===== src/rtl/wdt_pkg.sv =====
package wdt_pkg;

    localparam logic [1:0] SEL_WDT = 2'b11;

    typedef struct packed {
        logic       kick_b;
        logic       kick_a;
        logic [1:0] sel;
    } ctrl_t;

    typedef enum logic {
        KS_IDLE  = 1'b0,
        KS_ARMED = 1'b1
    } kick_state_t;

    function automatic logic is_step_one(input ctrl_t c);
        return c.kick_a && !c.kick_b;
    endfunction

    function automatic logic is_step_two(input ctrl_t c);
        return !c.kick_a && c.kick_b;
    endfunction

    function automatic longint unsigned period_ticks(input longint unsigned clk_hz,
                                                     input longint unsigned ms);
        return (clk_hz * ms) / 64'd1000;
    endfunction

endpackage


===== src/rtl/wdt_kick_seq.sv =====
module wdt_kick_seq
    import wdt_pkg::*;
(
    input  logic  clk,
    input  logic  rst,
    input  logic  flush,
    input  logic  wr_valid,
    input  ctrl_t wr_word,
    output logic  restart
);
    kick_state_t state_q;

    assign restart = wr_valid && (state_q == KS_ARMED) && is_step_two(wr_word);

    always_ff @(posedge clk) begin
        if (rst || flush) begin
            state_q <= KS_IDLE;
        end else if (wr_valid) begin
            if (is_step_one(wr_word)) begin
                state_q <= KS_ARMED;
            end else begin
                state_q <= KS_IDLE;
            end
        end
    end
endmodule


===== src/rtl/wdt_timeout.sv =====
module wdt_timeout #(
    parameter longint unsigned TICKS = 64'd32
) (
    input  logic clk,
    input  logic rst,
    input  logic start,
    input  logic stop,
    input  logic restart,
    output logic expire,
    output logic running
);
    localparam int CNT_W = $clog2(TICKS + 64'd1);
    localparam logic [CNT_W-1:0] LAST = CNT_W'(TICKS - 64'd1);

    logic [CNT_W-1:0] cnt_q;

    assign expire = running && !stop && !restart && (cnt_q == LAST);

    always_ff @(posedge clk) begin
        if (rst) begin
            running <= 1'b0;
            cnt_q   <= '0;
        end else if (stop) begin
            running <= 1'b0;
            cnt_q   <= '0;
        end else if (start) begin
            running <= 1'b1;
            cnt_q   <= '0;
        end else if (running) begin
            if (restart) begin
                cnt_q <= '0;
            end else if (cnt_q == LAST) begin
                running <= 1'b0;
                cnt_q   <= '0;
            end else begin
                cnt_q <= cnt_q + 1'b1;
            end
        end
    end
endmodule


===== src/rtl/wdt_pulse.sv =====
module wdt_pulse #(
    parameter int unsigned PULSE_CYCLES = 16
) (
    input  logic clk,
    input  logic rst,
    input  logic load,
    output logic pulse
);
    localparam int PW = $clog2(PULSE_CYCLES + 1);

    logic [PW-1:0] left_q;

    assign pulse = (left_q != '0);

    always_ff @(posedge clk) begin
        if (rst) begin
            left_q <= '0;
        end else if (load) begin
            left_q <= PW'(PULSE_CYCLES);
        end else if (left_q != '0) begin
            left_q <= left_q - 1'b1;
        end
    end
endmodule


===== src/rtl/seq_kick_wdt.sv =====
module seq_kick_wdt
    import wdt_pkg::*;
#(
    parameter int unsigned CLK_HZ       = 50_000_000,
    parameter int unsigned TIMEOUT_MS   = 128,
    parameter int unsigned PULSE_CYCLES = 16
) (
    input  logic       clk,
    input  logic       rst,
    input  logic       cfg_wr,
    input  logic [7:0] cfg_wdata,
    output logic [7:0] cfg_rdata,
    input  logic       sts_wr,
    input  logic [7:0] sts_wdata,
    output logic       wdt_ovf,
    output logic       irq,
    output logic       wdt_rst_pulse
);
    localparam longint unsigned TIMEOUT_TICKS = period_ticks(64'(CLK_HZ), 64'(TIMEOUT_MS));

    ctrl_t ctrl_q;
    ctrl_t wr_word;
    logic  mode_sel;
    logic  start;
    logic  stop;
    logic  restart;
    logic  expire;
    logic  running;
    logic  ovf_q;

    assign wr_word  = ctrl_t'(cfg_wdata[3:0]);
    assign mode_sel = (wr_word.sel == SEL_WDT);
    assign start    = cfg_wr && mode_sel && !running;
    assign stop     = cfg_wr && !mode_sel;

    always_ff @(posedge clk) begin
        if (rst) begin
            ctrl_q <= '0;
        end else if (cfg_wr) begin
            ctrl_q <= wr_word;
        end
    end

    wdt_kick_seq u_kick (
        .clk      (clk),
        .rst      (rst),
        .flush    (stop || expire),
        .wr_valid (cfg_wr && mode_sel && running),
        .wr_word  (wr_word),
        .restart  (restart)
    );

    wdt_timeout #(.TICKS(TIMEOUT_TICKS)) u_timer (
        .clk     (clk),
        .rst     (rst),
        .start   (start),
        .stop    (stop),
        .restart (restart),
        .expire  (expire),
        .running (running)
    );

    wdt_pulse #(.PULSE_CYCLES(PULSE_CYCLES)) u_pulse (
        .clk   (clk),
        .rst   (rst),
        .load  (expire),
        .pulse (wdt_rst_pulse)
    );

    always_ff @(posedge clk) begin
        if (rst) begin
            ovf_q <= 1'b0;
        end else if (expire) begin
            ovf_q <= 1'b1;
        end else if (sts_wr && sts_wdata[0]) begin
            ovf_q <= 1'b0;
        end
    end

    assign cfg_rdata = {4'b0000, ctrl_q};
    assign wdt_ovf   = ovf_q;
    assign irq       = ovf_q;
endmodule


===== config.mk =====
export PLATFORM = sky130hd
export DESIGN_NAME = seq_kick_wdt
export DESIGN_NICKNAME = d
export VERILOG_FILES = /design/src/rtl/wdt_pkg.sv /design/src/rtl/wdt_kick_seq.sv /design/src/rtl/wdt_timeout.sv /design/src/rtl/wdt_pulse.sv /design/src/rtl/seq_kick_wdt.sv
export SDC_FILE = /design/constraint.sdc
export NUM_CORES = 1
export LEC_CHECK = 0
export ABC_AREA = 1
export BUFFER_PORTS_ARGS = -buffer_cell sky130_fd_sc_hd__buf_2
export CORE_MARGIN = 3
export CORE_UTILIZATION = 40
export CTS_CLUSTER_DIAMETER = 80
export DETAILED_ROUTE_END_ITERATION = 16
export SETUP_SLACK_MARGIN = 0.4
export SYNTH_ARGS = -nofsm -noshare
export SYNTH_HDL_FRONTEND = slang
export SYNTH_SLANG_ARGS = --single-unit
export TNS_END_PERCENT = 5

===== constraint.sdc =====
create_clock -name clk -period 1.98 [get_ports clk]
set_input_delay 0.198 -clock clk [delete_from_list [all_inputs] [get_ports clk]]
set_output_delay 0.198 -clock clk [all_outputs]
set_load 0.05 [all_outputs]

# Word level (Yosys, flattened, before mapping)
# Index checks and enable logic that the tools add are counted.
[op_classes]
n_addsub = 2
multipliers = 0
n_div = 0
n_lt_le_gt_ge = 0
eq_ne = 2
shift = 0
n_mux = 11
n_bitwise = 0
reduce_logical = 26
[op_table]
columns = ["operator", "n"]
rows = [
  ["$mux 23", 2],
  ["$add 23x1->23 const B", 1],
  ["$eq 23x23->1 const B", 1],
  ["$logic_and 1x1->1", 12],
  ["$mux 5", 2],
  ["$mux 1", 7],
  ["$logic_not 1->1", 6],
  ["$reduce_bool 5->1", 1],
  ["$sub 5x1->5 const B", 1],
  ["$reduce_bool 2->1", 2],
  ["$reduce_or 2->1", 2],
  ["$reduce_or 3->1", 1],
  ["$eq 2x2->1 const B", 1],
  ["$logic_or 1x1->1", 2],
]
[word_totals]
register_bits = 35
latchBits = 0
ramBits = 0
rom_bits = 0
input_bits = 20
output_inout_bits = 11
wordCells = 50
mem_count = 0

# Longest topological paths before layout
# Gate-level depths: netlist (run 1).
[depth]
depth_word = 10
mapped_depth = 10
ltp_nobuf = 10

# By module
# Synthesis (run 1) repeated with hierarchy kept, for this count alone.
[unflattened]
hier_cells = 311
hier_area_um2 = 2013.2
[modules_own_cells]
columns = ["module", "instances", "cells_per_inst", "area_per_inst_um2", "seq_area_each_um2"]
rows = [
  ["wdt_timeout", 1, 231, 1462.7, 480.5],
  ["seq_kick_wdt", 1, 36, 246.5, 100.1],
  ["wdt_pulse", 1, 33, 244.0, 100.1],
  ["wdt_kick_seq", 1, 11, 60.1, 20.0],
]

# Worst setup path after synthesis (run 1)
# OpenSTA, ideal clock, no wires.
[synth_path]
path_type = "reg-to-reg"
start = "register u_pulse.left_q[0]"
end = "register u_pulse.left_q[1]"
setup_ns = 0.064
t_arrival_ns = 1.642
required_ns = 1.916
slack_ns = 0.274
stages_incl_launch_ff = 9
path_buffers = 1
period_less_slack_ns = 1.706
cell_sequence = "dfxtp_1 inv_1 ha_1 nand3_1 or2_1 clkbuf_1 mux2i_1 inv_1 nor2_1"
[synth_between]
elab_chain_len = 1
word_cells_on_any_way = 2
cone_classes = "1 x add/sub; 1 x reduce/logical"
[synth_rtl]
columns = ["item", "line_no", "text"]
rows = [
  ["start: declaration", "wdt_pulse.sv:11", "logic [PW-1:0] left_q;"],
  ["start signal: assignment", "wdt_pulse.sv:19", "left_q <= PW'(PULSE_CYCLES);"],
  ["start signal: assignment", "wdt_pulse.sv:21", "left_q <= left_q - 1'b1;"],
  ["$reduce_bool 5->1", "n/a", ""],
  ["via wdt_rst_pulse", "seq_kick_wdt.sv:17", "output logic wdt_rst_pulse"],
]
# The timed path passes the listed nets, and every way through them passes these cells.
# A chain may end at the register's enable or synchronous reset.

# Final worst setup path (run 1)
[layout_path]
start = "register u_pulse.left_q[0]"
end = "output port wdt_rst_pulse"
[layout_between]
elab_chain_len = 1
[layout_rtl]
columns = ["item", "line_no", "text"]
rows = [
  ["$reduce_bool 5->1", "wdt_pulse.sv:13", "assign pulse = (left_q != '0);"],
  ["end: declaration", "seq_kick_wdt.sv:17", ""],
]
# Every way passes these cells.

==> impl_metrics.toml, run 1 <==
[outcome]
outcome = "complete, no violations"

[critical_path]
required_ns = 1.78
reg2reg_depth = 8
r2r_start = "u_timer.cnt_q[0]$_SDFFE_PP0P_"
arrival_ns = 1.35
path_class = "reg -> out"
crit_start = "u_pulse.left_q[0]$_SDFFE_PP0P_"
cp-end-kind = "primary output"
worstPathMaxFanout = 4
crit_path_start_kind = "flip-flop"

[yosys]
ys_seq_area_share_pct = 34.6
netlist_instances = 308
ys.warnings.count = 0
synthesis.area_um2 = 2020
ys_ff_latch = 35
synthDistinctLibCells = 30
syn_avg_cell_area_um2 = 6.57

[detailed_routing]
drc = 0
vias_per_cell = 4.71
dr.pass1.iters = 4
drt_wl_total_um = 4420
ant_nets = 0
route.vias.total = 1865
wl_per_cell_um = 11.1
drt_iter0_markers = 71

[final_layout]
areaGrowthSynthToFinish_pct = 13.9
fin_util_pct = 47.8
num_antenna_cells = 0
nNetsFinal = 350
fill_cells = 533
seq_area_um2 = 703
multi_input_area_um2 = 1160
final_layout_size_suffix_gt1_share_pct = 21.6

[clocking]
cts_root_buf = "clkbuf_8"
cts_max_level = 2
cts.sinks = 35
clock_path_buffers = 2
numCtsBuffers = 5
clkTransAtPathRegs_ns = 0.07
clk_latency_ns = 0.29
cts_tree = "built"

[floorplanning]
die_w_um = 77.1
start_util_pct = 42.0
ioPinCount = 31
fp.dieArea_um2 = 5950
rows = 25
die_h_um = 77.1
core_um2 = 4820

[timing]
finalCriticalPeriod_ns = 1.55
hold_slack_ns = 0.108
setup_ws_ns = 0.430
fmax_mhz = 645
rsz0062_at_grt = "yes"
hold_viol_final = 0
slew_violations = 0
setup_tns_ns = 0
setup_viol = 0
clock_skew_ns = 0.00742
timing.final.crit_share_pct = 78.3

[placed_design]
hpwl_um = 3260
globalplace.congestion = 0.853
io_buffers = 15
pre_cts_slack_ns = 0.332

[flow_run]
drv_cap = 0

[global_routing]
grt_max_degree = 12
grt_antenna_before_repair = 0
grt_pass1_wl_um = 7660
grt-ovfl-total = 0
grt_pass1_vias = 1768
grt_use_total_pct = 15.9

[pwr]
power.density_nw_per_um2 = 733
ir_drop_mv = 0.547
leakagePower_uw = 0.000908

[min_path]
worstHoldPathType = "in -> reg"
min_from = "rst"
hold_depth = 2
report_power, final:
part	switching [µW]	internal, µW	leakage [µW]
Clock	266	246	0.0000412
Sequential	14.8	739	0.000285
Combinational	254	171	0.000582
worst max-delay path: stages, from the launching register on:
cell     delay (ns)
dfxtp_1        0.31
inv_2          0.07
ha_2           0.17
nand3_1        0.09
or2_4          0.26
buf_6          0.15
layout by cell type (no fill, tap or decap), drive strengths merged:
cell / netlist / final
clkbuf: 2 / 6
nand3: 19 / 19
ha: 2 / 2
o21a: 1 / 1
mux2i: 1 / 1
buf: 7 / 19
clkinvlp: 0 / 1
clkinv: 0 / 1
dfxtp: 35 / 35
nor2: 57 / 57
a21oi: 21 / 21
nor3b: 1 / 1
o211ai: 1 / 1
o21ai: 12 / 12
nor3: 8 / 8
nand2: 82 / 82
inv: 43 / 43
nand4: 6 / 6
or2: 2 / 2
xnor2: 2 / 2
conb: 1 / 4
xor2: 5 / 5
synth_stat cells:
| cell type | number | area [µm²] |
|---|---|---|
| nor3_2 | 3 | 30.0 |
| nand2_4 | 3 | 33.8 |
| xnor2_1 | 2 | 17.5 |
| buf_12 | 1 | 20.0 |
| or2_1 | 1 | 6.26 |
| o21ai_0 | 12 | 60.1 |
| mux2i_1 | 1 | 10.0 |
| nand4_1 | 6 | 37.5 |
| buf_4 | 5 | 37.5 |
| nand3_1 | 18 | 90.1 |
| clkbuf_1 | 2 | 7.51 |
| o21a_1 | 1 | 7.51 |
| dfxtp_1 | 35 | 701 |
| a21oi_1 | 21 | 105 |
| nor2_2 | 12 | 75.1 |
| nor2_1 | 44 | 165 |
| nand2_1 | 77 | 289 |
| inv_1 | 37 | 139 |
| xor2_1 | 5 | 43.8 |
| nor3b_2 | 1 | 12.5 |
| nand2_2 | 2 | 12.5 |
| nor3_1 | 5 | 25.0 |
| nand3_2 | 1 | 10.0 |
| ha_1 | 2 | 25.0 |
| conb_1 | 1 | 3.75 |
| o211ai_1 | 1 | 7.51 |
| buf_6 | 1 | 11.3 |
| nor2_4 | 1 | 11.3 |
| or2_0 | 1 | 6.26 |
| inv_2 | 6 | 22.5 |
cell type report:
class,instances,area share [%]
Tap cell,67,3.64
Multi-Input combinational cell,224,50.3
Inverter,43,7.00
Clock buffer,6,3.15
Clock inverter,2,0.543
Sequential cell,35,30.5
Timing Repair Buffer,19,4.83
registers in the layout, summed over array words and instances (netlist names):
name	flops
u_timer.running	1
u_timer.cnt_q	23
u_kick.state_q	1
cfg_rdata	4
irq	1
u_pulse.left_q	5
metal layers:
layer	share of wire, %	global-route usage, %
met1	47	19.0
met2	46	27.2
met3	4.7	3.99
met5	0	0
met4	1.7	5.87
worst paths after layout:
check	endpoint	slack (ns)
worst max-delay path	wdt_rst_pulse	0.43
worst min register to register	cfg_rdata[1]$_SDFFE_PP0P_	0.46
worst min-delay path	cfg_rdata[1]$_SDFFE_PP0P_	0.11
worst max register to register	u_timer.cnt_q[5]$_SDFFE_PP0P_	0.49
through the flow:
step           power (µW)  cell area, µm²  cells
5_1_grt              1780            2300    396
3_3_place_gp         1110            2130    386
2_1_floorplan        1070            2040    311
4_1_cts              1710            2280    396
3_5_place_dp         1110            2130    386
6_report             1690            2300    396
logic make-up after synthesis:
logic type / synth area share [%]
XOR/XNOR: 3.03
buffers and inverters: 11.8
other: 0.185
flip-flops: 34.6
AO/OA/AOI/OAI: 8.91
adder cells (fa/ha/maj): 1.24
multiplexers: 0.495
AND/OR/NAND/NOR: 39.8
what timing repair did:
item | CTS | global route
pin swaps | 3 | 2
resized for setup | 12 | 11
setup endpoints to repair | 20 | 30
setup buffers | 2 | 0
hold buffers | 0 | 0
Note: power is estimated with default switching activity, not from simulation.
==> run 2: changes to the inputs <==
ABC_AREA = 0   (was 1)
clock period = 1.47 ns   (was 1.98 ns; I/O delays follow)
==> run 2 against run 1 <==
Wire length increased by 4.8%; sequential power rose by 39%; synthesized area decreased by 9.6%; non-clock buffer count rose by 59; clock skew is 0.0032 ns lower; highest routed layer unchanged; critical endpoint is now u_timer.cnt_q[19]$_SDFFE_PP0P_; critical path depth rose by 1; worst hold slack improved by 0.025 ns; the flow now finishes with violations (setup timing).
==> impl_metrics.toml, run 2 <==
[clocking]
clkTransAtPathRegs_ns = 0.07
cts_root_buf = "clkbuf_8"
clock_path_buffers = 2
numCtsBuffers = 5
cts_max_level = 2
cts_tree = "built"
clk_latency_ns = 0.28
cts.sinks = 35

[timing]
setup_tns_ns = -3.60
hold_viol_final = 0
setup_ws_ns = -0.229
finalCriticalPeriod_ns = 1.70
rsz0062_at_grt = "yes"
setup_viol = 24
slew_violations = 0
fmax_mhz = 588
clock_skew_ns = 0.00420
hold_slack_ns = 0.134
timing.final.crit_share_pct = 116

[pwr]
power.density_nw_per_um2 = 908
finalPower_uw = 2380
leakagePower_uw = 0.00107
ir_drop_mv = 0.848

[floorplanning]
start_util_pct = 43.5
fp.dieArea_um2 = 5420
ioPinCount = 31
core_um2 = 4200
rows = 23
die_w_um = 73.6
die_h_um = 73.6

[global_routing]
grt_pass1_vias = 1733
grt-ovfl-total = 0
grt_max_degree = 14
grt_use_total_pct = 18.8
grt_antenna_before_repair = 0
grt_pass1_wl_um = 7940

[final_layout]
fin_cells = 343
final_cell_mix = "buf_4 (60), nor2_1 (27), dfxtp_1 (23)"
largest_reg_flops = 23
final_layout_size_suffix_gt1_share_pct = 42.0
areaGrowthSynthToFinish_pct = 43.6
num_antenna_cells = 0
fill_cells = 371
final_common_cell = "buf_4"
top_register = "u_timer.cnt_q"
nNetsFinal = 316

[critical_path]
worstPathMaxFanout = 4
crit_path_start_kind = "flip-flop"
cp_top_family = "simple AND/OR/NAND/NOR gates"
arrival_ns = 1.92
cp-end-kind = "flip-flop"
critical_path.slowest_cell = "or4_4"
required_ns = 1.69
cpPeakStageDelay_ns = 0.61
critical_path.cell_chain = "buf_4 -> nand4_1 -> or4_4 -> nor4b_2 -> o21ai_1 -> a21oi_1"
path_class = "reg -> reg"
crit_buf_inv = 1

[outcome]
outcome = "complete, but fails checks"
violations = "setup timing"

[yosys]
synthDistinctLibCells = 50
synth_ff_type = "dfxtp_1"
ys_async_sr_fraction_pct = 0
synth.area.top_cells = "dfxtp_1 (38%), nor2_1 (6.0%), nand2_1 (3.9%)"
synth_area_leader_cell = "dfxtp_1"
ys_ff_latch = 35
synth_edf_count = 0
synth_top_cells_by_count = "dfxtp_1 (35), nor2_1 (29), nand2_1 (19), a21oi_1 (11)"
netlist_instances = 215
synthesis.area_um2 = 1830
syn_avg_cell_area_um2 = 8.50
ys_seq_area_share_pct = 38.3
synth.top_cell.area_share_pct = 38.3
ys.warnings.count = 0
synth.most_common_cell = "dfxtp_1"

[detailed_routing]
dr.pass1.iters = 5
route.vias.total = 1791
ant_nets = 0
drt_iter0_markers = 86
vias_per_cell = 5.22
drt_wl_total_um = 4630
drc = 0
wl_per_cell_um = 13.5

[placed_design]
numPlacedInstances = 337
hpwl_um = 3490
globalplace.congestion = 0.878
io_buffers = 15
pre_cts_slack_ns = -0.266

[min_path]
worstHoldPathType = "in -> reg"

[flow_run]
drv_cap = 0
[run 2: changes by cell type in the layout (fill, tap and decap cells not counted), sizes merged, moves of 4 or more]
cell and delta:
inv -36, nand2 -63, a31oi +4, or3 +4
nand3 -11, a21oi -8, nand3b +4, nor2 -28
xnor2 +6, o21ai -5, buf +59
[run 2: final cells by class]
type,instances,area [µm²],area share [%]
Multi-Input combinational cell,166,1170,44.4
Tap cell,50,62.6,2.38
Sequential cell,35,716,27.3
Inverter,8,30.0,1.14
Timing Repair Buffer,78,578,22.0
Clock buffer,6,72.6,2.76
[run 2: path summary, 6_finish.rpt]
path,startpoint,end,slack [ns],cells past startpoint
max,u_timer.cnt_q[14]$_SDFFE_PP0P_,u_timer.cnt_q[19]$_SDFFE_PP0P_,-0.23,6
min,cfg_wdata[2],cfg_rdata[2]$_SDFFE_PP0P_,0.13,3
max reg2reg,u_timer.cnt_q[14]$_SDFFE_PP0P_,u_timer.cnt_q[19]$_SDFFE_PP0P_,-0.23,6
min reg2reg,irq$_SDFFE_PP0P_,irq$_SDFFE_PP0P_,0.48,2
[run 2: through the flow]
stage | utilization (%) | instance area, µm²
global route | 62.5 | 2630
CTS | 60.6 | 2550
finish | 62.5 | 2630
floorplan | - | 1840
detailed placement | 57.3 | 2410
global placement | 57.3 | 2410
[run 2: cell families after synthesis]
kind of cell | count (synthesis) | share of synthesized area (%)
simple gates | 105 | 33.2
compound gates | 40 | 14.7
flops | 35 | 38.3
buf+inv | 17 | 4.72
xor+xnor | 11 | 5.27
mux | 4 | 2.19
fa+ha+maj | 2 | 1.37
other cells | 1 | 0.205
[run 2: power by group]
group	internal (µW)	total, µW	switching (µW)
sequential	1010	1050	42.9
combinational	304	682	378
clock	316	648	332
[run 2: what timing repair did]
action | in CTS | in global routing
pin swaps | 4 | 9
hold buffers | 0 | 0
setup endpoints to repair | 32 | 32
gates cloned | 0 | 0
setup buffers | 0 | 0
gates resized for setup | 16 | 22
[run 2: tightest hold or removal path: stages]
cell,delay (ns)
buf_2,0.09
mux2i_1,0.06
nor2_1,0.08
[run 2: layer usage]
metal | share of wire, % | wire [µm] | track usage, %
met2 | 46 | 2110 | 28.9
met5 | 0 | 0 | 0
met3 | 5.7 | 263 | 4.92
met1 | 48 | 2210 | 26.3
met4 | 0.78 | 36 | 4.43
